File: src/rtl/trc_pkg.sv
package trc_pkg;
    typedef enum logic [1:0] {SRC_NONE = 2'b00, SRC_CPU = 2'b01, SRC_COP = 2'b10, SRC_BOTH = 2'b11} trc_src_e;
    typedef enum logic [1:0] {MD_NORMAL = 2'b00, MD_LOOP = 2'b01, MD_DETAIL = 2'b10, MD_SPARE = 2'b11} trc_mode_e;
    typedef enum logic [1:0] {AL_BEGIN = 2'b00, AL_MID = 2'b01, AL_END = 2'b10, AL_BEGIN_ALT = 2'b11} trc_align_e;
    typedef enum logic [1:0] {ST_IDLE, ST_PRE, ST_POST, ST_DONE} trc_state_e;

    typedef struct packed {
        trc_src_e   src;
        trc_mode_e  mode;
        logic [1:0] rng;
        trc_align_e align;
    } trc_cfg_t;
endpackage

File: src/rtl/trc_cfg_reg.sv
module trc_cfg_reg
    import trc_pkg::*;
(
    input  logic       clk,
    input  logic       rst_n,
    input  logic       wr_en,
    input  logic [7:0] wr_data,
    input  logic       armed,
    input  logic       secure,
    output trc_cfg_t   cfg
);
    logic low_ok;
    logic src_ok;

    assign low_ok = wr_en && !armed;
    assign src_ok = low_ok && !secure;

    always_ff @(posedge clk or negedge rst_n) begin
        if (!rst_n) begin
            cfg <= '0;
        end else begin
            if (low_ok) begin
                cfg.mode  <= trc_mode_e'(wr_data[5:4]);
                cfg.rng   <= wr_data[3:2];
                cfg.align <= trc_align_e'(wr_data[1:0]);
            end
            if (secure)
                cfg.src <= SRC_NONE;
            else if (src_ok)
                cfg.src <= trc_src_e'(wr_data[7:6]);
        end
    end

    p_low_hold_armed_r2: assert property (@(posedge clk) disable iff (!rst_n)
        armed |=> $stable(cfg[5:0]));
    p_src_cleared_secure_r3: assert property (@(posedge clk) disable iff (!rst_n)
        secure |=> (cfg.src == SRC_NONE));
endmodule

File: src/rtl/trc_src_filter.sv
module trc_src_filter
    import trc_pkg::*;
#(
    parameter int AW     = 16,
    parameter bit IS_COP = 1'b0
) (
    input  logic          clk,
    input  logic          rst_n,
    input  logic          clr,
    input  trc_mode_e     mode,
    input  logic [1:0]    rng,
    input  logic          range_on,
    input  logic          selected,
    input  logic          vld,
    input  logic          cof,
    input  logic [AW-1:0] addr,
    input  logic [AW-1:0] lo,
    input  logic [AW-1:0] hi,
    input  logic          stored,
    output logic          hit
);
    logic [AW-1:0] last_q;
    logic          last_v;
    logic          in_rng;
    logic          detail_ok;

    always_comb begin
        unique case (rng)
            2'b00:   in_rng = 1'b1;
            2'b01:   in_rng = (addr >= lo);
            2'b10:   in_rng = (addr <= hi);
            default: in_rng = (addr >= lo) && (addr <= hi);
        endcase
    end

    generate
        if (IS_COP) begin : g_cop
            assign detail_ok = 1'b0;
        end else begin : g_cpu
            assign detail_ok = !range_on || in_rng;
        end
    endgenerate

    always_comb begin
        hit = 1'b0;
        if (selected && vld) begin
            unique case (mode)
                MD_NORMAL, MD_SPARE: hit = cof;
                MD_LOOP:             hit = cof && !(last_v && (last_q == addr));
                MD_DETAIL:           hit = detail_ok;
            endcase
        end
    end

    always_ff @(posedge clk or negedge rst_n) begin
        if (!rst_n) begin
            last_q <= '0;
            last_v <= 1'b0;
        end else if (clr) begin
            last_v <= 1'b0;
        end else if (stored) begin
            last_q <= addr;
            last_v <= 1'b1;
        end
    end

    p_loop_no_repeat_r5: assert property (@(posedge clk) disable iff (!rst_n)
        (stored && mode == MD_LOOP && last_v) |-> (addr != last_q));

    generate
        if (IS_COP) begin : g_cop_chk
            p_cop_no_detail_r6: assert property (@(posedge clk) disable iff (!rst_n)
                (mode == MD_DETAIL) |-> !stored);
        end
    endgenerate
endmodule

File: src/rtl/trace_capture_ctrl.sv
module trace_capture_ctrl
    import trc_pkg::*;
#(
    parameter int AW    = 16,
    parameter int DW    = 16,
    parameter int DEPTH = 64
) (
    input  logic          clk,
    input  logic          rst_n,
    input  logic          cfg_we,
    input  logic [7:0]    cfg_wdata,
    output logic [7:0]    cfg_rdata,
    input  logic          armed,
    input  logic          secure,
    input  logic          trig,
    input  logic [AW-1:0] rng_lo,
    input  logic [AW-1:0] rng_hi,
    input  logic          cpu_vld,
    input  logic          cpu_cof,
    input  logic [AW-1:0] cpu_addr,
    input  logic [DW-1:0] cpu_data,
    input  logic          cop_vld,
    input  logic          cop_cof,
    input  logic [AW-1:0] cop_addr,
    input  logic [DW-1:0] cop_data,
    output logic          tb_we,
    output logic          tb_src,
    output logic [AW-1:0] tb_addr,
    output logic [DW-1:0] tb_data,
    output logic          done
);
    localparam int HALF = DEPTH / 2;
    localparam int CW   = $clog2(DEPTH);
    localparam int NSRC = 2;

    trc_cfg_t   cfg;
    trc_src_e   eff_src;
    trc_state_e state, state_nx;
    logic [CW-1:0] cnt, cnt_last;
    logic [NSRC-1:0] src_on, hit, store, vld_a, cof_a;
    logic [AW-1:0] addr_a [NSRC];
    logic align_begin, cap;

    trc_cfg_reg u_cfg (
        .clk(clk), .rst_n(rst_n), .wr_en(cfg_we), .wr_data(cfg_wdata),
        .armed(armed), .secure(secure), .cfg(cfg)
    );
    assign cfg_rdata = cfg;

    assign eff_src   = secure ? SRC_NONE : cfg.src;
    assign src_on[0] = (eff_src == SRC_CPU) || (eff_src == SRC_BOTH);
    assign src_on[1] = (eff_src == SRC_COP) || (eff_src == SRC_BOTH);
    assign vld_a     = {cop_vld, cpu_vld};
    assign cof_a     = {cop_cof, cpu_cof};
    assign addr_a[0] = cpu_addr;
    assign addr_a[1] = cop_addr;

    generate
        for (genvar g = 0; g < NSRC; g++) begin : g_src
            trc_src_filter #(.AW(AW), .IS_COP(g == 1)) u_flt (
                .clk(clk), .rst_n(rst_n), .clr(state == ST_IDLE),
                .mode(cfg.mode), .rng(cfg.rng),
                .range_on((g == 0) && (eff_src == SRC_CPU)),
                .selected(src_on[g]), .vld(vld_a[g]), .cof(cof_a[g]),
                .addr(addr_a[g]), .lo(rng_lo), .hi(rng_hi),
                .stored(store[g]), .hit(hit[g])
            );
        end
    endgenerate

    assign align_begin = (cfg.align == AL_BEGIN) || (cfg.align == AL_BEGIN_ALT);
    assign cap         = armed && ((state == ST_PRE && !align_begin) || state == ST_POST);
    assign store[0]    = hit[0] && cap;
    assign store[1]    = hit[1] && cap && !hit[0];
    assign cnt_last    = (cfg.align == AL_MID) ? CW'(HALF - 1) : CW'(DEPTH - 1);

    always_comb begin
        state_nx = state;
        unique case (state)
            ST_IDLE: if (armed) state_nx = ST_PRE;
            ST_PRE: begin
                if (!armed)    state_nx = ST_IDLE;
                else if (trig) state_nx = (cfg.align == AL_END) ? ST_DONE : ST_POST;
            end
            ST_POST: begin
                if (!armed)                           state_nx = ST_IDLE;
                else if ((|store) && cnt == cnt_last) state_nx = ST_DONE;
            end
            ST_DONE: if (!armed) state_nx = ST_IDLE;
        endcase
    end

    always_ff @(posedge clk or negedge rst_n) begin
        if (!rst_n) begin
            state <= ST_IDLE;
            cnt   <= '0;
        end else begin
            state <= state_nx;
            if (state != ST_POST) cnt <= '0;
            else if (|store)      cnt <= cnt + 1'b1;
        end
    end

    always_ff @(posedge clk or negedge rst_n) begin
        if (!rst_n) begin
            tb_we   <= 1'b0;
            tb_src  <= 1'b0;
            tb_addr <= '0;
            tb_data <= '0;
        end else begin
            tb_we   <= |store;
            tb_src  <= !store[0];
            tb_addr <= store[0] ? cpu_addr : cop_addr;
            tb_data <= store[0] ? cpu_data : cop_data;
        end
    end

    assign done = (state == ST_DONE);

    p_done_quiet_r8: assert property (@(posedge clk) disable iff (!rst_n)
        (state == ST_DONE) |=> !tb_we);
    p_post_count_bound_r10: assert property (@(posedge clk) disable iff (!rst_n)
        (state == ST_POST) |-> (cnt <= cnt_last));
    p_cpu_priority_r11: assert property (@(posedge clk) disable iff (!rst_n)
        (cap && hit[0]) |=> (tb_we && !tb_src));
    p_disarm_clears_done_r12: assert property (@(posedge clk) disable iff (!rst_n)
        !armed |=> !done);
endmodule

File: config.mk
export PLATFORM = sky130hd
export DESIGN_NAME = trace_capture_ctrl
export DESIGN_NICKNAME = d
export VERILOG_FILES = /design/src/rtl/trc_pkg.sv /design/src/rtl/trc_cfg_reg.sv /design/src/rtl/trc_src_filter.sv /design/src/rtl/trace_capture_ctrl.sv
export SDC_FILE = /design/constraint.sdc
export NUM_CORES = 1
export LEC_CHECK = 0
export BUFFER_PORTS_ARGS = -buffer_cell sky130_fd_sc_hd__buf_2
export CAP_MARGIN = 0
export CORE_ASPECT_RATIO = 0.6
export CORE_MARGIN = 2
export CORE_UTILIZATION = 45
export CTS_BUF_LIST = sky130_fd_sc_hd__clkbuf_8
export DETAILED_ROUTE_END_ITERATION = 12
export PLACE_DENSITY = 0.73
export RECOVER_POWER = 100
export REMOVE_ABC_BUFFERS = 1
export SLEW_MARGIN = 5
export SYNTH_ARGS = -nofsm -noshare
export SYNTH_HDL_FRONTEND = slang
export SYNTH_SLANG_ARGS = --single-unit
File: constraint.sdc
create_clock -name clk -period 7.85 [get_ports clk]
set_clock_uncertainty 0.2 [all_clocks]
set_input_delay 0.3925 -clock clk [delete_from_list [all_inputs] [get_ports clk]]
set_output_delay 0.3925 -clock clk [all_outputs]
set_load 0.02 [all_outputs]
Word level (Yosys, flattened, before mapping)
Cells that the tools add are included.

Bits of input ports: 114. Logic and storage cells: 106. Flip-flop bits (word level): 84.

Reduce and logical (&&, ||, !) cells: 41. Add/subtract/negate cells: 1. Equal/unequal tests: 22. Bitwise gates (word level): 1. Mux-type cells: 25. Magnitude comparators: 2.

Operators with widths (count): $eq 16x16->1 (2); $mux 16 (2); $eq 2x2->1 const B (9); $mux 2 (9); $mux 6 (3); $ge 16x16->1 (1); $le 16x16->1 (1); $logic_and 1x1->1 (15); $eq 2x1->1 const B (5); $pmux 1 s3 (3); $logic_not 1->1 (8); $logic_not 2->1 (4); $pmux 2 s4 (1); $reduce_bool 2->1 (4); $mux 1 (7); $add 6x1->6 const B (1); $eq 6x6->1 (1); $ne 2x2->1 const B (3); $logic_or 1x1->1 (5); $reduce_and 2->1 (2); $reduce_and 4->1 (1); $reduce_or 2->1 (2); $ne 3x2->1 const B (1); $ne 3x3->1 const B (1); $not 1->1 (1).

Longest topological paths before layout
Gate-level depths: netlist of run 1.

Depth after elaboration: 13. Depth in mapped cells: 11.

Cells and area by module
From an unflattened synthesis of run 1, not the netlist that was laid out.

Cell total of the unflattened synthesis: 391. Area, all modules: 4830.9 um^2.

Modules (own cells, without submodules): trace_capture_ctrl (area each 1886.8 um^2, instances 1, cells each 125); trc_src_filter at g_src[0].u_flt (area each 1680.4 um^2, instances 1, cells each 180); trc_src_filter at g_src[1].u_flt (area each 903.4 um^2, instances 1, cells each 64); trc_cfg_reg (area each 360.3 um^2, instances 1, cells each 22).

Least setup slack after synthesis of run 1
OpenSTA, ideal clock, no wires.

Kind: in2reg. Start point: input rng_hi[14]. End point: register tb_data[10]. Buffers on the path: 2. Arrival time: 2.411 ns. Required time: 7.525 ns. Setup time: 0.125 ns. Path slack: 5.114 ns. Cell stages on the path: 11. Cells stage by stage: inv_1 > ha_1 > a21oi_1 > nand2_1 > a221o_1 > o31ai_2 > a22oi_2 > nor2_2 > buf_6 > buf_6 > mux2_4.

Longest elaborated chain between the ends: 8.

Ends and longest elaborated chain: from (decl) (RTL line trace_capture_ctrl.sv:17) `input logic [AW-1:0] rng_hi,`; $le 16x16->1 (*) (RTL line trc_src_filter.sv:31, trc_src_filter.sv:32); $logic_and 1x1->1 (RTL line trc_src_filter.sv:32) `default: in_rng = (addr >= lo) && (addr <= hi);`; $pmux 1 s3 (*) (RTL line trc_src_filter.sv:28) `unique case (rng)`; $logic_or 1x1->1 (*) (RTL line trc_src_filter.sv:40) `assign detail_ok = !range_on || in_rng;`; $pmux 1 s3 (*) (RTL line trc_src_filter.sv:47) `unique case (mode)`; $mux 1 (*) (RTL line trc_src_filter.sv:46) `if (selected && vld) begin`; $logic_and 1x1->1 (*) (RTL line trace_capture_ctrl.sv:73) `assign store[0] = hit[0] && cap;`; $mux 16 (*) (RTL line trace_capture_ctrl.sv:114) `tb_data <= store[0] ? cpu_data : cop_data;`; to (signal assigned) (RTL line trace_capture_ctrl.sv:114); to (decl) (RTL line trace_capture_ctrl.sv:29) `output logic [DW-1:0] tb_data,`.

Mark *: on every way between the ends. The rest lies on a longest branch, timed or not. A chain may end at the register's enable or synchronous reset.

Final worst setup path of run 1
Start point: register, netlist name u_cfg.cfg[4]. End point: register g_src[0].u_flt.last_q[11].

Longest elaborated chain between the ends: 6.

Ends and longest elaborated chain: $eq 2x2->1 or $logic_not 2->1 (tied branches) (RTL line trc_src_filter.sv:47); $reduce_or 2->1 (RTL line trc_src_filter.sv:47); $pmux 1 s3 (*) (RTL line trc_src_filter.sv:47); $mux 1 (*) (RTL line trc_src_filter.sv:46); $logic_and 1x1->1 (*) (RTL line trace_capture_ctrl.sv:73); $reduce_and 2->1 (no line) (*); to (signal assigned) (RTL line trc_src_filter.sv:62) `last_q <= addr;`; to (decl) (RTL line trc_src_filter.sv:22) `logic [AW-1:0] last_q;`.

Marked as above.

==> results of run 1 <==
sequential cells by signal, indices dropped and copies added, names as in the netlist:
name	cells
g_src.u_flt.last_q	32
tb_addr	16
tb_data	16
u_cfg.cfg	8
cnt	6
g_src.u_flt.last_v	2
state	2
tb_src	1
tb_we	1
per-layer routing:
metal / GRT usage [%] / vias up
li1: - / 1715
met1: 29.1 / 1759
met2: 33.7 / 135
met3: 7.81 / 14
met4: 4.92 / 0
met5: 0 / -
layout make-up:
| class | count | area share (%) |
|---|---|---|
| clock buffers | 10 | 2.46 |
| clock inverters | 6 | 0.826 |
| inverters | 37 | 2.48 |
| multi-input cells | 268 | 40.7 |
| flip-flops and latches | 84 | 37.5 |
| well taps | 135 | 3.01 |
| repair buffers | 157 | 13.0 |
logic make-up after synthesis:
| group | after synthesis | share of synthesized area (%) |
|---|---|---|
| flip-flops | 84 | 44.9 |
| AND/OR/NAND/NOR | 72 | 8.36 |
| multiplexers | 70 | 18.2 |
| AO/OA/AOI/OAI | 56 | 7.72 |
| buffers and inverters | 48 | 4.81 |
| adder cells (fa/ha/maj) | 37 | 9.89 |
| XOR/XNOR | 33 | 6.17 |
critical path: stages, from the launching register on:
cell and delay, ns:
dfrtp_1 0.39, inv_1 0.06, ha_1 0.39, nor4b_1 0.44, nand2_1 0.08, o21ai_0 0.21, a22oi_1 0.14, nor2_1 1.23
clkbuf_1 1.44, mux2_2 0.45
report_power, final:
group | total (W) | switching (W) | internal, W
Sequential | 0.000470 | 0.0000147 | 0.000456
Clock | 0.000291 | 0.000165 | 0.000126
Combinational | 0.000169 | 0.0000963 | 0.0000726
Total | 0.000931 | 0.000276 | 0.000655
through the flow:
step / utilization, % / power (W)
after CTS: 57.5 / 0.000953
after global routing: 56.1 / 0.000988
final: 56.1 / 0.000931
after detailed placement: 55.7 / 0.000656
after global placement: 55.7 / 0.000647
after floorplan: - / 0.000570
final timing paths:
kind	slack, ns	from	to	cells past startpoint
setup / recovery	2.67	u_cfg.cfg[4]$_DFFE_PN0P_	g_src[0].u_flt.last_q[11]$_DFFE_PN0P_	9
hold / removal	0.02	secure	u_cfg.cfg[6]$_DFFE_PN0P_	2
setup reg to reg	2.67	u_cfg.cfg[4]$_DFFE_PN0P_	g_src[0].u_flt.last_q[11]$_DFFE_PN0P_	9
hold reg to reg	0.32	g_src[1].u_flt.last_v$_DFFE_PN0P_	g_src[1].u_flt.last_v$_DFFE_PN0P_	2
max in group asynchronous	3.47	rst_n	g_src[0].u_flt.last_q[2]$_DFFE_PN0P_	1
min in group asynchronous	1.42	rst_n	tb_addr[8]$_DFF_PN0_	1
synth_stat cells, drive strengths merged, types with 5 or more instances:
library cell | count | share of area, %
buf | 10 | 1.8
o21ai | 17 | 1.8
nand2 | 20 | 1.6
nand3 | 9 | 0.96
dfrtp | 84 | 45
xor2 | 14 | 2.6
nand4 | 9 | 1.2
inv | 37 | 3.0
mux2 | 66 | 17
a211oi | 5 | 0.80
xnor2 | 19 | 3.6
nor2b | 5 | 0.67
ha | 37 | 9.9
nor2 | 9 | 0.77
a21oi | 16 | 1.7
==> summary.md, run 1 <==
| Metric | Value |
|---|---|
| Met3 WL | approximately 1000 microns |
| Die width | around 140 microns |
| Vias | around 3,600 |
| Setup Viol. Count Final | 0 |
| Register area | about 2100 sq um |
| Fin nets | between 700 and 800 |
| Post-DRT Antenna Nets | 0 |
| Synthesis Warnings | 0 |
| Register area share after synthesis | between 40% and 50% |
| Total grt overflow | 0 |
| Final min period | around 5.2 ns |
| Post-CTS setup buffer count | 0 |
| Leak | between 2 and 3 nW |
| Commonest non-fill, non-tap cell in the layout | buf_2 |
| Avg Inst Size Synth | ~12 sq um |
| Worst-Margin Slew | 4.54 ns |
| Synth Instances | 400 |
| Req. time, crit path | just under 8 ns |
| Commonest non-fill, non-tap cells in the layout | buf_2 (111), dfrtp_1 (84), mux2_2 (52) |
| Post-DP HPWL | slightly above 9000 microns |
| Global-route wire length before repair | between 15,000 and 20,000 microns |
| CTS Buffer Depth | 2 |
| Hold_buf cts | 0 |
| Total GRT Usage | 21.7% |
| CTS H-tree depth | 3 |
| Detailed Route Iter0 Violations | between 150 and 200 |
| DRC Markers | 0 |
| Number of diodes | 0 |
| Top FF cell, synth | dfrtp_1 |
| Root Buffer Master | clkbuf_8 |
| Footprint of the multi-input gates | between 2000 and 2500 sq um |
| Pre-Repair DR Iteration Count | 4 |
| Synth-to-Final Area Change | 19.7% |
| Mapped cell area | about 4700 sq um |
| Failing checks | max-capacitance violations, max-slew violations |
| Post-synth cell types | between 40 and 50 |
| Worst-Skew Late Latency | about 0.37 ns |
| Full die area | 11,300 sq um |
| Relative slew slack | -203% |
| Input/output buffers | 156 |
| Pwr Density | roughly 170 nW/um^2 |
| Peak supply drop | 95.0 uV |
| Chip Height | 83.0 microns |
| CTS tree | built |
| Dpl cell area | 5560 sq um |
| CP startpoint kind | flop |
| Final worst slack | 2.67 ns |
| Worst-path clk slew | ~0.090 ns |
| Top Ports | about 160 |
| Pre-CTS WS | between 4 and 5 ns |
| Placed cells | between 600 and 700 |
| Hold WS | 0.0242 ns |
| TritonCTS Sinks | 84 |
| GPL Wtd Cong | between 0.8 and 0.9 |
| Critical path data arrival time | between 5 and 6 ns |
| Max-Cap Viols | 3 |
| Initial antenna violation count | 0 |
| Met2 wire length | 5230 microns |
| Share of cells above drive strength 1 | 32.6% |
| Placeable Area | 9980 sq um |
| Setup CP Type | reg -> reg |
| Final Hold Viols | 0 |
| Yosys reg bits | 84 |
| HP Class | in -> reg |
| Post-synth EDFFs | 0 |
| Finished Layout Cells | between 600 and 700 |
| Period Utilization, post-route | around 66% |
| DRT Wirelength | around 12,000 microns |
| Fin Setup TNS | 0 ns |
| Largest net degree at the start of global routing | 85 |
| DR top layer | met4 |
| Fmax | just under 0.2 GHz |
| Async S/R FF share, synth | 100% |
| Fillers | approximately 910 |
| RSZ-0062 raised after global routing | false |
| WL met1 | about 5300 microns |
| CP max FO | 32 |
| Slew Viols, Final | between 100 and 150 |
| Vias per cell | 5.20 |
| Wire per inst | approximately 17 microns |
| Vias in the first global route | between 3,000 and 4,000 |
| Row Count | 28 |
| Cts repair resizes | 0 |
| Fin area | between 5000 and 6000 sq um |
| Starting density of the core | 46.9% |
| CP Capture Type | flop |
| Num CTS Buffers | 9 |
| Outcome | finished, violations left |
No activity file was read; power rests on OpenSTA's default activity.
==> inputs of run 2 (changes only) <==
==> constraint.sdc (replaced) <==
create_clock -name clk -period 5.1 [get_ports clk]
set_clock_uncertainty 0.2 [all_clocks]
set_input_delay 0.255 -clock clk [delete_from_list [all_inputs] [get_ports clk]]
set_output_delay 0.255 -clock clk [all_outputs]
set_load 0.02 [all_outputs]
==> run 2 against run 1 <==
Net effect:
- the flow still finishes with violations (max-capacitance violations, max-slew violations)
- die area unchanged
- critical path depth up 2
- register-to-register slack worse by 1.3 ns
- final cell count up 9.6%
- non-clock buffer count rose by 67
- worst setup slack got worse by 1.6 ns
==> summary.md, run 2 (synthesized netlist as in run 1, its figures left out) <==
| Metric | Value |
|---|---|
| Vias per cell | 5.04 (was 5.20) |
| HP Class | in -> reg (unchanged) |
| CP startpoint kind | input port (was flop) |
| Post-DRT Antenna Nets | 0 (unchanged) |
| Vias in the first global route | 4,087 (was 3,824) |
| Share of cells above drive strength 1 | 28.3% (was 32.6%) |
| Final Hold Viols | 0 (unchanged) |
| R2R depth | 7 (was 9) |
| Req. time, crit path | 5.15 ns (was 7.89 ns) |
| Worst reg2reg startpoint | u_cfg.cfg[4]$_DFFE_PN0P_ (unchanged) |
| Fin Setup TNS | 0 ns (unchanged) |
| Num CTS Buffers | 9 (unchanged) |
| Fin util | 62.9% (was 56.1%) |
| DRC Markers | 0 (unchanged) |
| CTS H-tree depth | 3 (unchanged) |
| Reg2reg setup slack | 1.38 ns (was 2.67 ns) |
| Worst-path clk slew | 0.09 ns (about the same) |
| Number of diodes | 0 (unchanged) |
| Worst-Margin Slew | 2.13 ns (was 4.54 ns) |
| Fin area | 6280 sq um (was 5600 sq um) |
| Synth-to-Final Area Change | 34.1% (was 19.7%) |
| Wire per inst | 17.1 microns (was 16.8 microns) |
| Outcome | finished, violations left (unchanged) |
| Leak | 3.03 nW (was 2.74 nW) |
| Failing checks | max-capacitance violations, max-slew violations (unchanged) |
| Reg power frac | 48.4% (was 50.5%) |
| Footprint of the multi-input gates | 2280 sq um (about the same) |
| Top Ports | 157 (unchanged) |
| Total grt overflow | 0 (unchanged) |
| Total power | 0.00150 W (was 0.000931 W) |
| Combinational fraction of design power | 20.3% (was 18.1%) |
| Reg-to-reg critical path endpoint | g_src[1].u_flt.last_q[3]$_DFFE_PN0P_ (was g_src[0].u_flt.last_q[11]$_DFFE_PN0P_) |
| Setup CP Type | in -> reg (was reg -> reg) |
| Chip Height | 83.0 microns (unchanged) |
| Fillers | 842 (was 913) |
| P_int | 0.00105 W (was 0.000655 W) |
| Cts repair resizes | 0 (unchanged) |
| Min-delay src | cpu_addr[14] (was secure) |
| Commonest non-fill, non-tap cell in the layout | buf_2 (unchanged) |
| TritonCTS Sinks | 84 (unchanged) |
| Initial antenna violation count | 0 (unchanged) |
| Die width | 136 microns (unchanged) |
| Commonest non-fill, non-tap cells in the layout | buf_2 (108), dfrtp_1 (84), dlygate4sd3_1 (66) (was buf_2 (111), dfrtp_1 (84), mux2_2 (52)) |
| Row Count | 28 (unchanged) |
| Full die area | 11,300 sq um (unchanged) |
| Critical path data arrival time | 4.08 ns (was 5.22 ns) |
| Worst-Skew Late Latency | 0.36 ns (was 0.37 ns) |
| Largest Register | g_src.u_flt.last_q (unchanged) |
| Detailed Route Iter0 Violations | 243 (was 196) |
| Fin nets | 775 (was 708) |
| CTS Buffer Depth | 2 (unchanged) |
| Pwr Density | 238 nW/um^2 (was 166 nW/um^2) |
| Placeable Area | 9980 sq um (unchanged) |
| CTS tree | built (unchanged) |
| Clock share of power | 31.3% (about the same) |
| GPL Wtd Cong | 0.848 (was 0.819) |
| Fmax | around 0.25 GHz |
| Period Utilization, post-route | 78.9% |
| Vias | 3,847 (was 3,623) |
| Number of flip-flops in the largest register | 32 (unchanged) |
| Max-Cap Viols | 1 (was 3) |
| Pre-Repair DR Iteration Count | 4 (unchanged) |
| Sw Share | 29.5% (was 29.7%) |
| CP Capture Type | flop (unchanged) |
| Register area | 2100 sq um (unchanged) |
| Global-route wire length before repair | 20,800 microns (was 18,800 microns) |
| Final min period | roughly 4.0 ns |
| Total GRT Usage | 24.0% (was 21.7%) |
| Relative slew slack | -42.0% (was -203%) |
| Hold depth | 2 (unchanged) |
| WHS Endpoint | tb_addr[14]$_DFF_PN0_ (was u_cfg.cfg[6]$_DFFE_PN0P_) |
| Root Buffer Master | clkbuf_8 (unchanged) |
| Slew Viols, Final | 85 (was 137) |
| DRT Wirelength | 13,100 microns (was 11,700 microns) |
| Post-DP HPWL | 9010 microns (was 9150 microns) |
| Peak supply drop | 172 uV (was 95.0 uV) |
| Largest net degree at the start of global routing | 85 (unchanged) |
| Setup Viol. Count Final | 0 (unchanged) |
| Net Switching | 0.000440 W (was 0.000276 W) |
| Input/output buffers | 156 (unchanged) |
| Largest registers | g_src.u_flt.last_q x32, tb_addr x16, tb_data x16 (unchanged) |
| Dpl cell area | 5570 sq um (was 5560 sq um) |
| Starting density of the core | 46.9% (unchanged) |
| RSZ-0062 raised after global routing | false (unchanged) |
| CP max FO | 20 (was 32) |
[run 2: cell types whose count changed in the layout (fill, tap and decap cells not counted), sizes merged]
cell,delta
clkinv,+1
dlygate4sd3,+66
clkbuf,+4
clkinvlp,-1
buf,-2
inv,-1
[run 2: power groups by stage]
stage | Clock (W) | Sequential (W) | Combinational, W
after floorplan | 0 | 0.000759 | 0.000118
after global placement | 0 | 0.000735 | 0.000263
after detailed placement | 0 | 0.000736 | 0.000272
after CTS | 0.000485 | 0.000724 | 0.000312
after global routing | 0.000509 | 0.000729 | 0.000333
final | 0.000468 | 0.000724 | 0.000303
[run 2: per-layer routing]
metal | global-route usage (%) | share of wire (%)
met4 | 4.92 | 1.0
met5 | 0 | 0
met3 | 7.02 | 7.3
met1 | 31.6 | 45
met2 | 39.4 | 46
[run 2: cell type report]
cell class              instances  area share (%)
repair buffers                224            22.2
flip-flops and latches         84            33.5
multi-input cells             268            36.3
clock inverters                 5           0.677
inverters                      37            2.21
well taps                     135            2.69
clock buffers                  11            2.41
[run 2: worst max path at each step]
| stage | cells after the start | end | slack (ns) | start |
|---|---|---|---|---|
| after floorplan | 8 | g_src[0].u_flt.last_q[0]$_DFFE_PN0P_ | 1.41 | u_cfg.cfg[4]$_DFFE_PN0P_ |
| after global placement | 9 | g_src[1].u_flt.last_q[6]$_DFFE_PN0P_ | 1.83 | cpu_addr[2] |
| after detailed placement | 9 | g_src[1].u_flt.last_q[3]$_DFFE_PN0P_ | 1.67 | cpu_addr[15] |
| after CTS | 12 | tb_data[1]$_DFF_PN0_ | 1.25 | cpu_addr[11] |
| after global routing | 11 | g_src[0].u_flt.last_q[7]$_DFFE_PN0P_ | 0.87 | cpu_addr[9] |
| final | 11 | tb_addr[10]$_DFF_PN0_ | 1.07 | cpu_addr[9] |
[run 2: repair_timing]
action                    CTS  global route
buffers inserted            0             0
hold endpoints to repair  145             0
hold buffers               66             0
[run 2: stage by stage]
stage	hold slack, ns	cells	setup slack, ns
after detailed placement	0.268	682	1.67
after CTS	0.00199	764	1.25
final	0.0192	764	1.07
after global placement	0.262	682	1.83
after global routing	0.00310	764	0.871
after floorplan	-0.241	389	1.41
[run 2: critical path, cell delays in order]
cell,delay (ns)
dlygate4sd3_1,0.52
clkbuf_1,0.24
ha_1,0.31
nand4_1,0.14
nor2_1,0.06
a221o_1,0.29
o31ai_1,0.32
a22oi_1,0.20
nor2_4,0.41
clkbuf_1,0.89
mux2_2,0.43
==> inputs of run 3 (changes only) <==
==> constraint.sdc (replaced) <==
create_clock -name clk -period 4 [get_ports clk]
set_clock_uncertainty 0.2 [all_clocks]
set_input_delay 0.2 -clock clk [delete_from_list [all_inputs] [get_ports clk]]
set_output_delay 0.2 -clock clk [all_outputs]
set_load 0.02 [all_outputs]
==> run 3 against run 2 <==
Net effect:
- the flow still finishes with violations (max-capacitance violations, max-slew violations)
- total power rose by 35%
- critical path depth grew 1
- non-clock buffer count increased by 15
- sequential power grew 28%
==> summary.md, run 3 (synthesized netlist as in run 1, its figures left out) <==
| Metric | Value |
|---|---|
| Pwr Density | 311 nW/um^2 (was 238 nW/um^2) |
| Most frequent CP cell | dlygate4sd3_1 (was clkbuf_1) |
| Failing checks | max-capacitance violations, max-slew violations (unchanged) |
| CP startpoint kind | input port (unchanged) |
| Fin Setup TNS | 0 ns (unchanged) |
| Setup CP Type | in -> reg (unchanged) |
| Vias in the first global route | 4,286 (was 4,087) |
| Period Utilization, post-route | between 90% and 100% |
| Vias per cell | 5.08 (was 5.04) |
| DRT Wirelength | 13,200 microns (was 13,100 microns) |
| CP max FO | 49 (was 20) |
| Chip Height | 83.0 microns (unchanged) |
| Fin area | 6480 sq um (was 6280 sq um) |
| TritonCTS Sinks | 84 (unchanged) |
| CP Capture Type | flop (unchanged) |
| Detailed Route Iter0 Violations | 139 (was 243) |
| Root Buffer Master | clkbuf_8 (unchanged) |
| Largest Register | g_src.u_flt.last_q (unchanged) |
| Top Ports | 157 (unchanged) |
| Relative slew slack | -41.7% (was -42.0%) |
| Input/output buffers | 156 (unchanged) |
| Min-delay src | cpu_addr[11] (was cpu_addr[14]) |
| Full die area | 11,300 sq um (unchanged) |
| Sw Share | 27.6% (was 29.5%) |
| Die width | 136 microns (unchanged) |
| Final worst slack | 0.171 ns (was 1.07 ns) |
| Slew Viols, Final | 85 (unchanged) |
| Worst reg2reg startpoint | u_cfg.cfg[4]$_DFFE_PN0P_ (unchanged) |
| Final Hold Viols | 0 (unchanged) |
| Combinational fraction of design power | 19.7% (was 20.3%) |
| Final min period | between 3 and 4 ns |
| Number of flip-flops in the largest register | 32 (unchanged) |
| Reg power frac | 46.0% (was 48.4%) |
| DRC Markers | 0 (unchanged) |
| CTS tree | built (unchanged) |
| HP Class | in -> reg (unchanged) |
| Largest net degree at the start of global routing | 85 (unchanged) |
| Dpl cell area | 5580 sq um (was 5570 sq um) |
| Worst-path clk slew | 0.09 ns (about the same) |
| Hold WS | 0.0162 ns (was 0.0192 ns) |
| Peak supply drop | 227 uV (was 172 uV) |
| Post-DP HPWL | 9200 microns (was 9010 microns) |
| GPL Wtd Cong | 0.827 (was 0.848) |
| Worst-Skew Late Latency | 0.37 ns (was 0.36 ns) |
| Pre-Repair DR Iteration Count | 4 (unchanged) |
| Wire per inst | 17.0 microns (was 17.1 microns) |
| Fin nets | 790 (was 775) |
| Global-route wire length before repair | 20,900 microns (was 20,800 microns) |
| Fmax | 0.261 GHz |
| Req. time, crit path | 4.06 ns (was 5.15 ns) |
| Crit path largest cell delay | 0.56 ns (was 0.89 ns) |
| Critical path data arrival time | 3.89 ns (was 4.08 ns) |
| Clock share of power | 34.4% (was 31.3%) |
| Commonest non-fill, non-tap cells in the layout | buf_2 (112), dfrtp_1 (84), dlygate4sd3_1 (80) (was buf_2 (108), dfrtp_1 (84), dlygate4sd3_1 (66)) |
| Num CTS Buffers | 9 (unchanged) |
| Placeable Area | 9980 sq um (unchanged) |
| Vias | 3,959 (was 3,847) |
| Setup Viol. Count Final | 0 (unchanged) |
| Total GRT Usage | 24.1% (was 24.0%) |
| Row Count | 28 (unchanged) |
| CTS Buffer Depth | 2 (unchanged) |
| Largest registers | g_src.u_flt.last_q x32, tb_addr x16, tb_data x16 (unchanged) |
| Pre-CTS WS | 0.842 ns (was 1.67 ns) |
| Starting density of the core | 46.9% (unchanged) |
| Slowest cell on the critical path | dlygate4sd3_1 (was clkbuf_1) |
| Worst-Margin Slew | 2.13 ns (about the same) |
| Max-Cap Viols | 1 (unchanged) |
| Commonest non-fill, non-tap cell in the layout | buf_2 (unchanged) |
| Critical-path cell list | dlygate4sd3_1 -> buf_2 -> ha_1 -> nand4_1 -> nor4_1 -> a21boi_0 -> o31ai_2 -> a22oi_1 -> nor2_4 -> buf_6 -> mux2_1 -> dlygate4sd3_1 (was dlygate4sd3_1 -> clkbuf_1 -> ha_1 -> nand4_1 -> nor2_1 -> a221o_1 -> o31ai_1 -> a22oi_1 -> nor2_4 -> clkbuf_1 -> mux2_2) |
| Number of diodes | 0 (unchanged) |
| Synth-to-Final Area Change | 38.4% (was 34.1%) |
| Initial antenna violation count | 0 (unchanged) |
| Outcome | finished, violations left (unchanged) |
| Net Switching | 0.000557 W (was 0.000440 W) |
| RSZ-0062 raised after global routing | false (unchanged) |
| Leak | 3.12 nW (was 3.03 nW) |
| Total grt overflow | 0 (unchanged) |
| CTS H-tree depth | 3 (unchanged) |
| Worst setup startpoint | cpu_addr[13] (was cpu_addr[9]) |
| Share of cells above drive strength 1 | 28.9% (was 28.3%) |
| Fillers | 817 (was 842) |
| P_int | 0.00146 W (was 0.00105 W) |
| Post-DRT Antenna Nets | 0 (unchanged) |
-- run 3: cell count changes in the layout (fill, tap and decap cells not counted), moves of 3 or more --
| cell | previous run | this run |
|---|---|---|
| mux2_4 | 0 | 3 |
| dlygate4sd3_1 | 66 | 80 |
| clkbuf_1 | 47 | 44 |
| buf_2 | 108 | 112 |
| mux2_1 | 18 | 15 |
-- run 3: through the flow --
step	instances	utilization [%]	total power, W
floorplan	389	-	0.00112
finish	779	64.9	0.00201
global route	779	64.9	0.00211
global placement	683	55.9	0.00127
CTS	779	66.1	0.00203
detailed placement	683	55.9	0.00129
-- run 3: layout make-up --
| type | instances | area (sq um) | share of cell area [%] |
|---|---|---|---|
| Sequential cell | 84 | 2100 | 32.4 |
| Timing Repair Buffer | 239 | 1550 | 23.9 |
| Clock buffer | 10 | 138 | 2.12 |
| Inverter | 37 | 139 | 2.14 |
| Clock inverter | 6 | 87.6 | 1.35 |
| Multi-Input combinational cell | 268 | 2300 | 35.5 |
| Tap cell | 135 | 169 | 2.61 |
-- run 3: path summary, 6_finish.rpt --
kind	to	slack (ns)	cells after the start
worst max-delay path	tb_data[13]$_DFF_PN0_	0.17	12
worst min-delay path	tb_addr[11]$_DFF_PN0_	0.02	2
worst max register to register	tb_data[13]$_DFF_PN0_	0.49	9
worst min register to register	g_src[1].u_flt.last_q[11]$_DFFE_PN0P_	0.31	1
max in group asynchronous	g_src[1].u_flt.last_q[0]$_DFFE_PN0P_	1.57	2
min in group asynchronous	tb_addr[8]$_DFF_PN0_	0.78	2
-- run 3: critical path: cells and delay by family --
| family | cells | cell delay [ns] |
|---|---|---|
| adders and majority gates | 1 | 0.32 |
| AOI/OAI and AO/OA | 3 | 0.77 |
| muxes | 1 | 0.37 |
| and+or+nand+nor | 3 | 0.66 |
| buffers and inverters | 4 | 1.54 |
-- run 3: repair_timing --
| action | CTS | global route |
|---|---|---|
| endpoints found under the setup margin | 0 | 13 |
| hold endpoints to repair | 156 | 0 |
| hold buffers | 80 | 0 |
| gates resized for setup | 0 | 1 |
| setup buffers | 0 | 0 |
-- run 3: metal layers --
layer	routed length, microns	GRT usage (%)
met5	0	0
met4	193	6.16
met3	920	6.29
met2	6190	39.8
met1	5930	31.7
-- run 3: power groups by stage --
| stage | Sequential (W) | Clock, W | Combinational, W |
|---|---|---|---|
| 2_1_floorplan | 0.000968 | 0 | 0.000151 |
| 3_3_place_gp | 0.000938 | 0 | 0.000332 |
| 3_5_place_dp | 0.000940 | 0 | 0.000345 |
| 4_1_cts | 0.000924 | 0.000705 | 0.000406 |
| 5_1_grt | 0.000930 | 0.000741 | 0.000435 |
| 6_report | 0.000925 | 0.000692 | 0.000396 |
